==> config.mk <==
export PLATFORM = sky130hd
export DESIGN_NAME = atm_tx_cell_proc
export DESIGN_NICKNAME = d
export VERILOG_FILES = /design/src/rtl/atm_tx_pkg.sv /design/src/rtl/atm_hec_gen.sv /design/src/rtl/atm_payload_scrambler.sv /design/src/rtl/atm_cell_counter.sv /design/src/rtl/atm_tx_cell_proc.sv
export SDC_FILE = /design/constraint.sdc
export NUM_CORES = 1
export LEC_CHECK = 0
export ABC_CLOCK_PERIOD_IN_PS = 2600
export CAP_MARGIN = 5
export CORE_MARGIN = 2
export CORE_UTILIZATION = 40
export DETAILED_ROUTE_END_ITERATION = 8
export SYNTH_ARGS = -nofsm -noshare
export SYNTH_HDL_FRONTEND = slang
export SYNTH_HIERARCHICAL = 1
export SYNTH_SLANG_ARGS = --single-unit
export TNS_END_PERCENT = 50
==> constraint.sdc <==
create_clock -name clk -period 2.6 [get_ports clk]
set_input_delay 0.52 -clock clk [delete_from_list [all_inputs] [get_ports clk]]
set_output_delay 0.52 -clock clk [all_outputs]
set_load 0.01 [all_outputs]
==> src/rtl/atm_tx_pkg.sv <==
package atm_tx_pkg;

  localparam int CELL_OCTETS = 53;
  localparam int HDR_OCTETS  = 5;
  localparam int HEC_POS     = 4;
  localparam int IDX_W       = $clog2(CELL_OCTETS);
  localparam int SCR_LEN     = 43;
  localparam logic [7:0] HEC_POLY   = 8'h07;
  localparam logic [7:0] HEC_COSET  = 8'h55;
  localparam logic [7:0] IDLE_FILL  = 8'h6A;

  typedef logic [IDX_W-1:0] oct_idx_t;

  typedef enum logic {SRC_IDLE = 1'b0, SRC_FIFO = 1'b1} cell_src_e;

  typedef struct packed {
    logic [SCR_LEN-1:0] st;
    logic [7:0]         q;
  } scr_res_t;

  // One octet of CRC-8 update, most significant bit first.
  function automatic logic [7:0] crc8_step(input logic [7:0] crc, input logic [7:0] d);
    logic [7:0] c;
    c = crc ^ d;
    for (int b = 0; b < 8; b++) begin
      c = c[7] ? ((c << 1) ^ HEC_POLY) : (c << 1);
    end
    return c;
  endfunction

  // Raw octet of the idle cell at a given position.
  function automatic logic [7:0] idle_octet(input oct_idx_t idx);
    if (idx < oct_idx_t'(3))      return 8'h00;
    else if (idx == oct_idx_t'(3)) return 8'h01;
    else                           return IDLE_FILL;
  endfunction

  // Self-synchronizing x^43+1 scrambling of one octet, MSB first.
  function automatic scr_res_t scr_step(input logic [SCR_LEN-1:0] st, input logic [7:0] d);
    scr_res_t r;
    r.st = st;
    r.q  = '0;
    for (int b = 7; b >= 0; b--) begin
      r.q[b] = d[b] ^ r.st[SCR_LEN-1];
      r.st   = {r.st[SCR_LEN-2:0], r.q[b]};
    end
    return r;
  endfunction

endpackage

==> src/rtl/atm_hec_gen.sv <==
module atm_hec_gen
  import atm_tx_pkg::*;
#(
  parameter logic [7:0] COSET = HEC_COSET
) (
  input  logic       clk,
  input  logic       rst_n,
  input  logic       en,
  input  logic       first,
  input  logic [7:0] din,
  output logic [7:0] hec
);
  logic [7:0] crc_q;
  logic [7:0] seed;

  assign seed = first ? 8'h00 : crc_q;

  always_ff @(posedge clk) begin
    if (!rst_n)  crc_q <= 8'h00;
    else if (en) crc_q <= crc8_step(seed, din);
  end

  assign hec = crc_q ^ COSET;

  // the running remainder only moves on header octets
  p_crc_hold_r4: assert property (@(posedge clk) disable iff (!rst_n)
    !en |=> $stable(crc_q));
endmodule

==> src/rtl/atm_payload_scrambler.sv <==
module atm_payload_scrambler
  import atm_tx_pkg::*;
(
  input  logic       clk,
  input  logic       rst_n,
  input  logic       adv,
  input  logic [7:0] din,
  output logic [7:0] dout
);
  logic [SCR_LEN-1:0] hist_q;
  scr_res_t           step;

  assign step = scr_step(hist_q, din);
  assign dout = step.q;

  always_ff @(posedge clk) begin
    if (!rst_n)   hist_q <= '0;
    else if (adv) hist_q <= step.st;
  end

  // history frozen outside payload octets
  p_hist_hold_r6: assert property (@(posedge clk) disable iff (!rst_n)
    !adv |=> $stable(hist_q));
  // the newest history bit is the last scrambled output bit
  p_hist_feed_r5: assert property (@(posedge clk) disable iff (!rst_n)
    adv |=> hist_q[0] == $past(dout[0]));
endmodule

==> src/rtl/atm_cell_counter.sv <==
module atm_cell_counter #(
  parameter int CNT_W = 32
) (
  input  logic             clk,
  input  logic             rst_n,
  input  logic             clr,
  input  logic             inc,
  output logic [CNT_W-1:0] count
);
  localparam logic [CNT_W-1:0] CNT_MAX = '1;

  always_ff @(posedge clk) begin
    if (!rst_n || clr) count <= '0;
    else if (inc)      count <= count + 1'b1;
  end

  p_clear_r11: assert property (@(posedge clk) disable iff (!rst_n)
    clr |=> count == '0);
  p_step_r9: assert property (@(posedge clk) disable iff (!rst_n)
    (inc && !clr && count != CNT_MAX) |=> count == $past(count) + 1'b1);
  p_hold_r9: assert property (@(posedge clk) disable iff (!rst_n)
    (!inc && !clr) |=> $stable(count));
  p_wrap_r10: assert property (@(posedge clk) disable iff (!rst_n)
    (inc && !clr && count == CNT_MAX) |=> count == '0);
endmodule

==> src/rtl/atm_tx_cell_proc.sv <==
module atm_tx_cell_proc
  import atm_tx_pkg::*;
#(
  parameter int CNT_W = 32
) (
  input  logic             clk,
  input  logic             rst_n,
  input  logic             cell_req,
  input  logic             fifo_empty,
  input  logic [7:0]       fifo_rd_data,
  output logic             fifo_rd_en,
  input  logic             out_ready,
  output logic [7:0]       out_data,
  output logic             out_valid,
  output logic             out_soc,
  input  logic             cnt_clr,
  output logic [CNT_W-1:0] cell_count
);
  localparam oct_idx_t LAST_IDX = oct_idx_t'(CELL_OCTETS - 1);
  localparam oct_idx_t HEC_IDX  = oct_idx_t'(HEC_POS);
  localparam oct_idx_t PAY_IDX  = oct_idx_t'(HDR_OCTETS);

  logic      active_q;
  cell_src_e src_q;
  oct_idx_t  idx_q;

  // named events
  logic cell_start, take_octet, cell_done, at_hec, in_payload, from_fifo;
  logic [7:0] raw_octet, hec_octet, scr_octet, next_octet;

  assign from_fifo  = (src_q == SRC_FIFO);
  assign cell_start = cell_req && !active_q;
  assign take_octet = active_q && out_ready;
  assign cell_done  = take_octet && (idx_q == LAST_IDX);
  assign at_hec     = (idx_q == HEC_IDX);
  assign in_payload = (idx_q >= PAY_IDX);

  assign raw_octet  = from_fifo ? fifo_rd_data : idle_octet(idx_q);
  assign fifo_rd_en = take_octet && from_fifo;

  always_ff @(posedge clk) begin
    if (!rst_n) begin
      active_q <= 1'b0;
      src_q    <= SRC_IDLE;
      idx_q    <= '0;
    end else if (cell_start) begin
      active_q <= 1'b1;
      src_q    <= fifo_empty ? SRC_IDLE : SRC_FIFO;
      idx_q    <= '0;
    end else if (take_octet) begin
      if (cell_done) begin
        active_q <= 1'b0;
        idx_q    <= '0;
      end else begin
        idx_q <= idx_q + 1'b1;
      end
    end
  end

  atm_hec_gen u_hec (
    .clk   (clk),
    .rst_n (rst_n),
    .en    (take_octet && (idx_q < HEC_IDX)),
    .first (idx_q == '0),
    .din   (raw_octet),
    .hec   (hec_octet)
  );

  atm_payload_scrambler u_scr (
    .clk   (clk),
    .rst_n (rst_n),
    .adv   (take_octet && in_payload),
    .din   (raw_octet),
    .dout  (scr_octet)
  );

  atm_cell_counter #(.CNT_W(CNT_W)) u_cnt (
    .clk   (clk),
    .rst_n (rst_n),
    .clr   (cnt_clr),
    .inc   (cell_done && from_fifo),
    .count (cell_count)
  );

  always_comb begin
    if (at_hec)          next_octet = hec_octet;
    else if (in_payload) next_octet = scr_octet;
    else                 next_octet = raw_octet;
  end

  always_ff @(posedge clk) begin
    if (!rst_n) begin
      out_valid <= 1'b0;
      out_soc   <= 1'b0;
      out_data  <= 8'h00;
    end else begin
      out_valid <= take_octet;
      out_soc   <= take_octet && (idx_q == '0);
      if (take_octet) out_data <= next_octet;
    end
  end

  p_no_pop_empty_r2: assert property (@(posedge clk) disable iff (!rst_n)
    fifo_rd_en |-> !fifo_empty);
  p_soc_valid_r2: assert property (@(posedge clk) disable iff (!rst_n)
    out_soc |-> out_valid);
  p_valid_ready_r7: assert property (@(posedge clk) disable iff (!rst_n)
    out_valid |-> $past(out_ready));
  p_busy_ignore_r8: assert property (@(posedge clk) disable iff (!rst_n)
    (active_q && !cell_done) |=> (active_q && $stable(src_q)));
  p_idle_no_pop_r3: assert property (@(posedge clk) disable iff (!rst_n)
    (cell_start && fifo_empty) |=> !fifo_rd_en);
endmodule

==> results.toml <==
[grt]
antenna_found_initial = 0
grt_max_degree = 52
grt_overflow_total = 0
grt.total_usage = 0.1683
grt_pass1_wl_um = 19410
grt_pass1_vias = 4128

[placement]
portBuffers = 56
dp_hpwl_um = 8306
placed_cells = 790
place_area_sq_mm = 0.006018
post-place-ws_ns = -0.4850
gp_congestion = 0.8077

[drt]
wl_per_cell_um = 14.15
drtPass1Iterations = 4
viasPerCell = 5.124
drtIter0Drc = 245
post-route-drc-count = 0
wl_um = 11430
ant_nets = 0
vias = 4140

[worst_setup_path]
critPathKind = "reg -> reg"
crit_path_end_kind = "flip-flop"
cp.required_ns = 2.82
crit_fanout = 6
start_kind = "flip-flop"
arrival_ns = 2.69
reg2reg_depth = 11

[power_and_ir_drop]
vdd_drop_max_mv = 0.2777
powerDensity_mw_per_mm2 = 501.4
p_leak_uw = 0.002301

[yosys]
syn_area_per_cell_sq_um = 9.261
synth_ff_type = "dfxtp_1"
synth_edf_count = 0
synthArstFlopShare = 0
synth_area_sq_mm = 0.005186
yosysUniqueCellTypes = 57
synth_seq_cells = 101
synth_nets = 579
ys_warn_count = 6
synth_seq_area_share = 0.3899
syn_inst = 560

[floorplan]
num_rows = 41
initial_core_util = 0.4110
die_h_um = 117.9
ios = 57
dieArea_sq_mm = 0.01389
die_w_um = 117.9
core_area_sq_mm = 0.01262

[timing]
skew_ns = 0.004222
fin_ws_ns = 0.1289
fin_crit_sh = 0.9504
setup_viol = 0
maxSlewViolCount = 0
hold_violations = 0
period_needed_ns = 2.471
fmax_mhz = 404.7
rsz0062_at_grt = "false"
worst_slew_pin_slew_ns = 0.6558
max-slew-margin-rel = 0.5594

[cells_and_area]
layout-drive-gt1-share = 0.1321
layout.nets = 650
final_cell_area_sq_mm = 0.006411
antenna_cells = 0
area_growth_syn_to_layout_pct = 23.62
final_cells = 808

[cts]
clkLatencyLatePin_ns = 0.34
clock-sinks = 101
cts_buffer_depth = 2
htreeDepth = 3
cts_hold_buf = 0
cts-root-buf = "clkbuf_16"
clk_pin_slew_ns = 0.07
cts_tree = "done"
cts_buffers = 9

[worst_hold_path]
hp-class = "reg -> reg"
hold_depth = 2

[status]
outcome = "complete, no violations"

[job]
drv_cap = 0
## state kept, by name (all words and copies together) (netlist names), 6 cells and up
register	cells
idx_q	6
u_scr/hist_q	43
u_hec/crc_q	8
out_data	8
u_cnt/count	32
## cells in the final DEF (no fill, tap or decap), types with 13 or more instances in the layout
master / synthesis / layout
a21oi_1: 33 / 32
mux2i_1: 50 / 50
xnor2_1: 25 / 25
nor2_1: 24 / 22
nand3_1: 16 / 16
o31ai_1: 14 / 13
dfxtp_1: 101 / 101
clkdlybuf4s50_1: 0 / 54
nand2_1: 41 / 41
inv_1: 28 / 26
nor2b_1: 38 / 38
buf_4: 4 / 37
o21ai_0: 20 / 20
## critical path: stages, from the launching register on
cell and delay [ns]:
dfxtp_1 0.32, inv_2 0.09, ha_4 0.14, nand2_1 0.08, or4_4 0.51, nor2_4 0.11
nand3_1 0.10, or3_4 0.39, buf_4 0.17, buf_4 0.14, o31ai_4 0.22, a21oi_1 0.09
## area by class of cell
class | count | area, sq um
sequential | 101 | 2022
fill | 1240 | 6208
inverter | 28 | 105.1
timing repair buffer | 95 | 867.1
tap | 172 | 215.2
clock inverter | 5 | 60.06
clock buffer | 11 | 242.7
multi-input combinational | 396 | 2899
## timing repair
item,CTS,global route
gates cloned,0,0
gates resized for setup,8,9
pin swaps,3,2
setup buffers,2,0
setup endpoints to repair,11,15
## logic make-up (layout without fill, tap and decap cells)
logic type               Yosys count  after routing  share of synthesized area
AO/OA/AOI/OAI                     98             98                     0.1214
XOR/XNOR                          42             42                    0.08444
adder cells (fa/ha/maj)            5              5                    0.01206
buffers and inverters             63            139                    0.06755
flip-flops                       101            101                     0.3899
multiplexers                      53             53                     0.1030
AND/OR/NAND/NOR                  198            198                     0.2217
## synth_stat cells, types with 4 or more instances
| cell type | n | share of area |
|---|---|---|
| o31ai_1 | 14 | 0.020 |
| and2_1 | 8 | 0.0097 |
| clkbuf_1 | 15 | 0.011 |
| nand2b_1 | 12 | 0.014 |
| nor4_2 | 7 | 0.017 |
| a21oi_1 | 33 | 0.032 |
| xnor3_1 | 4 | 0.017 |
| xnor2_1 | 25 | 0.042 |
| or3_1 | 8 | 0.0097 |
| nor2b_1 | 38 | 0.046 |
| nor3_1 | 9 | 0.0087 |
| nor2_1 | 24 | 0.017 |
| buf_4 | 4 | 0.0058 |
| xor2_1 | 12 | 0.020 |
| dfxtp_1 | 101 | 0.39 |
| buf_6 | 4 | 0.0087 |
| inv_1 | 28 | 0.020 |
| and3_1 | 5 | 0.0060 |
| buf_2 | 7 | 0.0068 |
| nand2_1 | 41 | 0.030 |
| mux2i_1 | 50 | 0.097 |
| or4_1 | 9 | 0.013 |
| nand3_1 | 16 | 0.015 |
| o21ai_0 | 20 | 0.019 |
| o21a_1 | 7 | 0.010 |
| nand4_1 | 4 | 0.0048 |
| ha_1 | 5 | 0.012 |
## per-layer routing
layer / track usage / share of wire
met5: 0 / 0
met2: 0.2882 / 0.48
met1: 0.2116 / 0.46
met4: 0.05346 / 0.013
met3: 0.03488 / 0.047
## where the power goes
group / total, uW / internal, uW / switching, uW
registers: 1580 / 1560 / 15.5
clock network: 1360 / 775 / 583
logic: 277 / 143 / 134
total: 3210 / 2480 / 733
## worst paths after layout
kind / slack, ns / to / startpoint
setup / recovery: 0.13 / u_cnt/count[14]$_SDFFE_PP0P_ / idx_q[1]$_SDFFE_PP0N_
setup reg to reg: 0.13 / u_cnt/count[14]$_SDFFE_PP0P_ / idx_q[1]$_SDFFE_PP0N_
hold reg to reg: 0.50 / u_cnt/count[26]$_SDFFE_PP0P_ / u_cnt/count[26]$_SDFFE_PP0P_
hold / removal: 0.50 / u_cnt/count[26]$_SDFFE_PP0P_ / u_cnt/count[26]$_SDFFE_PP0P_
## per-stage QoR
step                TNS [ns]  hold slack, ns    util  total power, uW
floorplan                  0          0.4613       -             1789
global placement      -5.471          0.4655  0.4769             1886
detailed placement    -7.136          0.4768  0.4769             1892
CTS                        0          0.4883  0.5048             3269
global route               0          0.5339  0.5080             3348
finish                     0          0.4977  0.5080             3214
Power figures use the tool's default switching activity.
